### src/rtl/asu_pkg.sv
// Package: shared operation encoding for the add/subtract unit.
// Assumes op[1] marks subtraction and op[0] marks use of the stored flag.
package asu_pkg;
    typedef enum logic [1:0] {
        ASU_ADD = 2'b00,
        ASU_ADC = 2'b01,
        ASU_SUB = 2'b10,
        ASU_SBC = 2'b11
    } asu_op_e;
endpackage

### src/rtl/asu_operand_prep.sv
// Operand conditioning: inverts b and chooses the low carry-in so that a
// single adder computes all four operations.
// Assumes the stored flag holds carry after an add and borrow after a subtract.
module asu_operand_prep
    import asu_pkg::*;
#(
    parameter int WIDTH = 16
) (
    input  logic [WIDTH-1:0] b_i,
    input  asu_op_e          op_i,
    input  logic             flag_i,
    output logic [WIDTH-1:0] b_eff_o,
    output logic             cin_o,
    output logic             is_sub_o
);
    logic use_flag;

    // Decode the operation into subtract and chained-flag controls.
    always_comb begin
        is_sub_o = (op_i == ASU_SUB) || (op_i == ASU_SBC);
        use_flag = (op_i == ASU_ADC) || (op_i == ASU_SBC);
    end

    // Invert b on subtract; carry-in is the flag (add) or no-borrow (subtract).
    always_comb begin
        b_eff_o = is_sub_o ? ~b_i : b_i;
        if (use_flag)
            cin_o = is_sub_o ? ~flag_i : flag_i;
        else
            cin_o = is_sub_o;
    end
endmodule

### src/rtl/asu_ripple_adder.sv
// Ripple-carry adder built from one full-adder cell per bit.
// Exposes the carry into the top bit as well as the carry out of it.
// Assumes WIDTH >= 2.
module asu_ripple_adder #(
    parameter int WIDTH = 16
) (
    input  logic [WIDTH-1:0] x_i,
    input  logic [WIDTH-1:0] y_i,
    input  logic             cin_i,
    output logic [WIDTH-1:0] sum_o,
    output logic             c_top_in_o,
    output logic             c_out_o
);
    localparam int MSB = WIDTH - 1;

    logic [WIDTH:0] chain;

    assign chain[0] = cin_i;

    for (genvar i = 0; i < WIDTH; i++) begin : g_bit
        logic prop;
        // Full-adder cell for bit i.
        always_comb begin
            prop          = x_i[i] ^ y_i[i];
            sum_o[i]      = prop ^ chain[i];
            chain[i+1]    = (x_i[i] & y_i[i]) | (prop & chain[i]);
        end
    end

    assign c_top_in_o = chain[MSB];
    assign c_out_o    = chain[WIDTH];
endmodule

### src/rtl/asu_flag_gen.sv
// Flag generation from the adder outputs.
// Assumes the raw carry-out came from an adder fed with inverted b on subtract.
module asu_flag_gen #(
    parameter int WIDTH = 16
) (
    input  logic [WIDTH-1:0] sum_i,
    input  logic             c_top_in_i,
    input  logic             c_out_i,
    input  logic             is_sub_i,
    output logic             neg_o,
    output logic             zero_o,
    output logic             carry_o,
    output logic             ovf_o
);
    // Compute N, Z, C (borrow-corrected) and V (top-bit carry disagreement).
    always_comb begin
        neg_o   = sum_i[WIDTH-1];
        zero_o  = ~|sum_i;
        carry_o = c_out_i ^ is_sub_i;
        ovf_o   = c_top_in_i ^ c_out_i;
    end
endmodule

### src/rtl/asu_addsub.sv
// Top of the add/subtract unit: operand prep, one adder, flag generation.
// Purely combinational; the stored flag is supplied by the surrounding core.
module asu_addsub
    import asu_pkg::*;
#(
    parameter int WIDTH = 16
) (
    input  logic [WIDTH-1:0] a_i,
    input  logic [WIDTH-1:0] b_i,
    input  logic [1:0]       op_i,
    input  logic             carry_flag_i,
    output logic [WIDTH-1:0] result_o,
    output logic             neg_o,
    output logic             zero_o,
    output logic             carry_o,
    output logic             ovf_o
);
    localparam int MSB = WIDTH - 1;

    asu_op_e          op;
    logic [WIDTH-1:0] b_eff;
    logic             cin;
    logic             is_sub;
    logic             c_top_in;
    logic             c_out;

    assign op = asu_op_e'(op_i);

    asu_operand_prep #(.WIDTH(WIDTH)) u_prep (
        .b_i      (b_i),
        .op_i     (op),
        .flag_i   (carry_flag_i),
        .b_eff_o  (b_eff),
        .cin_o    (cin),
        .is_sub_o (is_sub)
    );

    asu_ripple_adder #(.WIDTH(WIDTH)) u_add (
        .x_i        (a_i),
        .y_i        (b_eff),
        .cin_i      (cin),
        .sum_o      (result_o),
        .c_top_in_o (c_top_in),
        .c_out_o    (c_out)
    );

    asu_flag_gen #(.WIDTH(WIDTH)) u_flags (
        .sum_i      (result_o),
        .c_top_in_i (c_top_in),
        .c_out_i    (c_out),
        .is_sub_i   (is_sub),
        .neg_o      (neg_o),
        .zero_o     (zero_o),
        .carry_o    (carry_o),
        .ovf_o      (ovf_o)
    );

    // Checks of the adder and flag outputs against wide arithmetic.
    logic [WIDTH:0] chk_sum;
    logic [WIDTH:0] chk_diff;
    logic           chk_flag_used;

    // Reference sum/difference in one extra bit, plus checks on outputs.
    always_comb begin
        chk_flag_used = op_i[0] & carry_flag_i;
        chk_sum  = {1'b0, a_i} + {1'b0, b_i} + {{WIDTH{1'b0}}, chk_flag_used};
        chk_diff = {1'b0, a_i} - {1'b0, b_i} - {{WIDTH{1'b0}}, chk_flag_used};
        if (!op_i[1]) begin
            assert_add_carry_R2: assert ({carry_o, result_o} == chk_sum)
                else $error("R2 add carry/result mismatch");
            assert_ovf_sign_add_R7: assert (ovf_o ==
                ((a_i[MSB] == b_i[MSB]) && (result_o[MSB] != a_i[MSB])))
                else $error("R7 add overflow disagrees with sign rule");
        end else begin
            assert_sub_borrow_R3: assert ({carry_o, result_o} == chk_diff)
                else $error("R3 subtract borrow/result mismatch");
            assert_ovf_sign_sub_R7: assert (ovf_o ==
                ((a_i[MSB] != b_i[MSB]) && (result_o[MSB] == b_i[MSB])))
                else $error("R7 subtract overflow disagrees with sign rule");
            if (b_i == '0 && !chk_flag_used) begin
                assert_zero_subtrahend_R4: assert (!carry_o && result_o == a_i)
                    else $error("R4 zero subtrahend produced a borrow");
            end
        end
        assert_zero_flag_R5: assert (zero_o == ($countones(result_o) == 0))
            else $error("R5 zero flag mismatch");
    end
endmodule

### config.mk
export PLATFORM = sky130hd
export DESIGN_NAME = asu_addsub
export DESIGN_NICKNAME = d
export VERILOG_FILES = /design/src/rtl/asu_pkg.sv /design/src/rtl/asu_operand_prep.sv /design/src/rtl/asu_ripple_adder.sv /design/src/rtl/asu_flag_gen.sv /design/src/rtl/asu_addsub.sv
export SDC_FILE = /design/constraint.sdc
export NUM_CORES = 1
export LEC_CHECK = 0
export BUFFER_PORTS_ARGS = -buffer_cell sky130_fd_sc_hd__buf_2
export CORE_UTILIZATION = 35
export DETAILED_ROUTE_END_ITERATION = 16
export PLACE_DENSITY = 0.79
export SLEW_MARGIN = 10
export SYNTH_ARGS = -nofsm -noshare
export SYNTH_HDL_FRONTEND = slang
export SYNTH_SLANG_ARGS = --single-unit
export TNS_END_PERCENT = 20
### constraint.sdc
create_clock -name vclk -period 14.15
set_input_delay 2.83 -clock vclk [all_inputs]
set_output_delay 2.83 -clock vclk [all_outputs]
set_load 0.1 [all_outputs]
==> run metrics, run 1 <==
global route total overflow=0; WP data required=11.32 ns; final WL=approximately 1.5 mm; Setup violations, final=0; cell mode on critical path=fa_1; GRT Util Overall=0.145; Syn Area/Cell=between 8 and 9 um2; Yosys Warn Count=0; Synth top area share=0.471; Clock buffer cells=0; Initial Util=0.382; CP max-delay cell=fa_1; synth unique cells=10; first-pass GRT wire length=~2.3 mm; crit-path max FO=9; I/O Pins=55; fillcell total=169; critical path, cell by cell=buf_2 > xnor2_1 > fa_1 > fa_1 > fa_1 > fa_1 > fa_1 > fa_1 > fa_1 > fa_1 > fa_1 > fa_1 > fa_1 > fa_1 > fa_1 > fa_1 > fa_1 > fa_1 > nand4_1 > nor4_4 > buf_2; remaining antenna violation count after routing=0; commonest cells in the netlist=inv_1, xnor2_1, fa_1; post-route setup slack=a little over 0.7 ns; cts hold-fix bufs=0; sequential area share after synthesis=0; DR iter-0 viols=7; WP buf/inv=2; largest net degree at the start of global routing=11; share of post-route cells with drive strength above 1=0.442; Slew Limit Headroom=0.674; Synth area leaders=fa_1, xnor2_1, inv_1; Final Slew Violations=0; RSZ-0062 raised after global routing=false; floorplan core area=about 0.0018 mm2; Final period util=0.950; Die Y=between 40 and 50 um; drt drc=0; Setup Buffers After CTS=0; status=completed; Rows=15; dpl cells=between 150 and 200; Hold WC Path Type=in -> out; vias in the first global route=between 500 and 600; setup TNS=0 ns; Worst Setup Start Kind=primary input; post-synthesis net count=~130; CP arrival=around 11 ns; Core Util, Final=0.545; Top delay family on crit path=adder cells; initial antenna violation count=0; Peak VDD IR=0.000104 V; WS Path Type=in -> out; area of the multi-input gates=approximately 540 um2; cell area after synthesis=roughly 680 um2; Worst-Margin Slew=0.493 ns; drt via density=about 4.0; FMAX=between 70 and 80 MHz; seq_cells=0; via count=between 600 and 700; die width=around 46 um; Hold Fails Final Rpt=0; Tmin final=13.44 ns; first drt pass iteration count=3; CP peak stage delay=0.53 ns; number of diodes=0; Worst Setup End Kind=output port; leak pwr=0.570 nW; Post-Syn Instances=76; Placer Congestion=between 0.7 and 0.8; cell taking the most area after synthesis=fa_1; top-count cell post-synth=inv_1; max_cap viols=0; PwrDens=188 mW/mm2; fin cells=154; register area=0 um2; P&R area growth vs syn=42.6%; port buffer count=55; drt wl/cell=~9.5 um; Die ar.=around 0.0021 mm2; pre-CTS setup slack=between 0.7 and 0.8 ns; DP Wirelength=roughly 1.4 mm; post-cts sizing count=0; fin nets=182
==> path summary, 6_finish.rpt <==
| check | startpoint | to | cells past startpoint |
|---|---|---|---|
| worst max-delay path | op_i[1] | zero_o | 21 |
| worst min-delay path | op_i[1] | carry_o | 3 |
==> through the flow <==
step	cell area, um2	hold slack [ns]	power [mW]
2_1_floorplan	696	6.26	0.157
5_1_grt	971	6.29	0.192
3_5_place_dp	971	6.27	0.183
3_3_place_gp	971	6.28	0.181
4_1_cts	971	6.27	0.183
6_report	971	6.27	0.182
==> layout by cell type, fill, tap and decap left out, drive strengths merged <==
cell and n:
inv 32, nand2 1, nor4 1, fa 16, xnor2 17, nand4 4
xor2 2, buf 56
==> cell families after synthesis <==
group | Yosys count | synth area share
buf+inv | 35 | 0.233
xor+xnor | 19 | 0.244
fa+ha+maj | 16 | 0.471
simple gates | 6 | 0.0515
==> routing by layer <==
layer	vias to the layer above	wire length, um	global-route usage
met5	-	0	0
met4	0	0	0
met3	0	96	0.00784
met2	32	819	0.310
met1	274	540	0.161
li1	309	-	-
==> area by class of cell <==
cell class                      count  share of cell area
Multi-Input combinational cell     41               0.553
Timing Repair Buffer               56               0.291
Inverter                           32               0.124
Tap cell                           25              0.0322
==> report_power, final <==
part,switching (mW),total (mW),internal (mW)
Clock,0,0,0
Combinational,0.150,0.182,0.0317
Sequential,0,0,0
Total,0.150,0.182,0.0317
(Power assumes the default switching activity.)
==> run 2: changes to the inputs <==
--- a/config.mk
+++ b/config.mk
@@ -6,9 +6,9 @@
 export NUM_CORES = 1
 export LEC_CHECK = 0
 export BUFFER_PORTS_ARGS = -buffer_cell sky130_fd_sc_hd__buf_2
-export CORE_UTILIZATION = 35
+export CORE_UTILIZATION = 38
 export DETAILED_ROUTE_END_ITERATION = 16
-export PLACE_DENSITY = 0.79
+export PLACE_DENSITY = 0.84
 export SLEW_MARGIN = 10
 export SYNTH_ARGS = -nofsm -noshare
 export SYNTH_HDL_FRONTEND = slang
==> run metrics, run 2 (synthesis results as in run 1) <==
commonest non-fill, non-tap cell in the layout=buf_2 (unchanged); largest net degree at the start of global routing=17 (was 11); Setup violations, final=0 (unchanged); final WL=1.45 mm (was 1.46 mm); max_cap viols=0 (unchanged); most frequent cells in the layout=buf_2, inv_1, xnor2_1 (unchanged); die width=44.3 um (was 46.1 um); Slew Limit Headroom=0.675 (was 0.674); remaining antenna violation count after routing=0 (unchanged); seq_cells=0 (unchanged); DR iter-0 viols=8 (was 7); global route total overflow=0 (unchanged); Tmin final=13.38 ns (was 13.44 ns); Worst Setup Start Kind=primary input (unchanged); register area=0 um2 (unchanged); drt wl/cell=9.50 um (was 9.45 um); cts hold-fix bufs=0 (unchanged); vias in the first global route=550 (was 589); Final Slew Violations=0 (unchanged); I/O Pins=55 (unchanged); DP Wirelength=1.34 mm (was 1.40 mm); P&R area growth vs syn=42.5% (was 42.6%); WS Path Type=in -> out (unchanged); number of diodes=0 (unchanged); fin nets=182 (unchanged); via count=637 (was 615); GRT Util Overall=0.152 (was 0.145); post-cts sizing count=0 (unchanged); Worst Setup End Kind=output port (unchanged); post-route setup slack=0.771 ns (was 0.708 ns); Die ar.=0.00196 mm2 (was 0.00213 mm2); fillcell total=152 (was 169); setup TNS=0 ns (unchanged); floorplan core area=0.00159 mm2 (was 0.00178 mm2); initial antenna violation count=0 (unchanged); port buffer count=55 (unchanged); first-pass GRT wire length=2.33 mm (was 2.27 mm); PwrDens=188 mW/mm2 (about the same); Final period util=0.946 (was 0.950); Initial Util=0.427 (was 0.382); Worst-Margin Slew=0.491 ns (was 0.493 ns); Hold Fails Final Rpt=0 (unchanged); FMAX=74.7 MHz (was 74.4 MHz); drt drc=0 (unchanged); leak pwr=0.570 nW (unchanged); first drt pass iteration count=3 (unchanged); pre-CTS setup slack=0.798 ns (was 0.728 ns); Hold WC Path Type=in -> out (unchanged); WP data required=11.32 ns (about the same); CP arrival=10.55 ns (was 10.61 ns); share of post-route cells with drive strength above 1=0.442 (unchanged); Setup Buffers After CTS=0 (unchanged); Clock buffer cells=0 (unchanged); RSZ-0062 raised after global routing=false (unchanged); Placer Congestion=0.644 (was 0.711); Die Y=44.3 um (was 46.1 um); crit-path max FO=3 (was 9); status=completed (unchanged); drt via density=4.16 (was 3.99); Peak VDD IR=0.000131 V (was 0.000104 V); Rows=14 (was 15)
run 2: critical path: stages:
cell and delay [ns]:
buf_2 0.12, xnor2_1 0.14, fa_1 0.42, fa_1 0.41, fa_1 0.40, fa_1 0.39, fa_1 0.40, fa_1 0.41
fa_1 0.42, fa_1 0.40, fa_1 0.40, fa_1 0.41, fa_1 0.41, fa_1 0.40, fa_1 0.39, fa_1 0.38
fa_1 0.43, fa_1 0.53, nand4_1 0.14, nor4_4 0.26, buf_2 0.46
run 2: path summary, 6_finish.rpt:
path / from / to / slack (ns) / depth (start not counted)
min: a_i[7] / result_o[7] / 6.33 / 5
max: op_i[1] / zero_o / 0.77 / 21
run 2: power breakdown:
group          leakage [nW]  internal, mW  switching (mW)
registers                 0             0               0
logic                 0.570        0.0317           0.150
clock network             0             0               0
total                 0.570        0.0317           0.150
run 2: metal layers:
layer,vias to the layer above,share of wire,global-route usage
met4,0,0,0
met3,0,0.070,0
li1,310,-,-
met5,-,0,0
met2,35,0.54,0.285
met1,292,0.39,0.210
run 2: through the flow:
step	util	instance area (um2)	hold slack (ns)	cells	total power, mW
global placement	0.608	970	6.33	153	0.181
global route	0.608	970	6.37	153	0.191
detailed placement	0.608	970	6.33	153	0.182
floorplan	-	696	6.26	76	0.157
CTS	0.608	970	6.33	153	0.183
finish	0.608	970	6.33	153	0.182
run 2: area by class of cell:
class / count / area, um2 / share of cell area
timing repair buffer: 56 / 283 / 0.292
tap: 24 / 30.0 / 0.0310
multi-input combinational: 41 / 537 / 0.554
inverter: 32 / 120 / 0.124
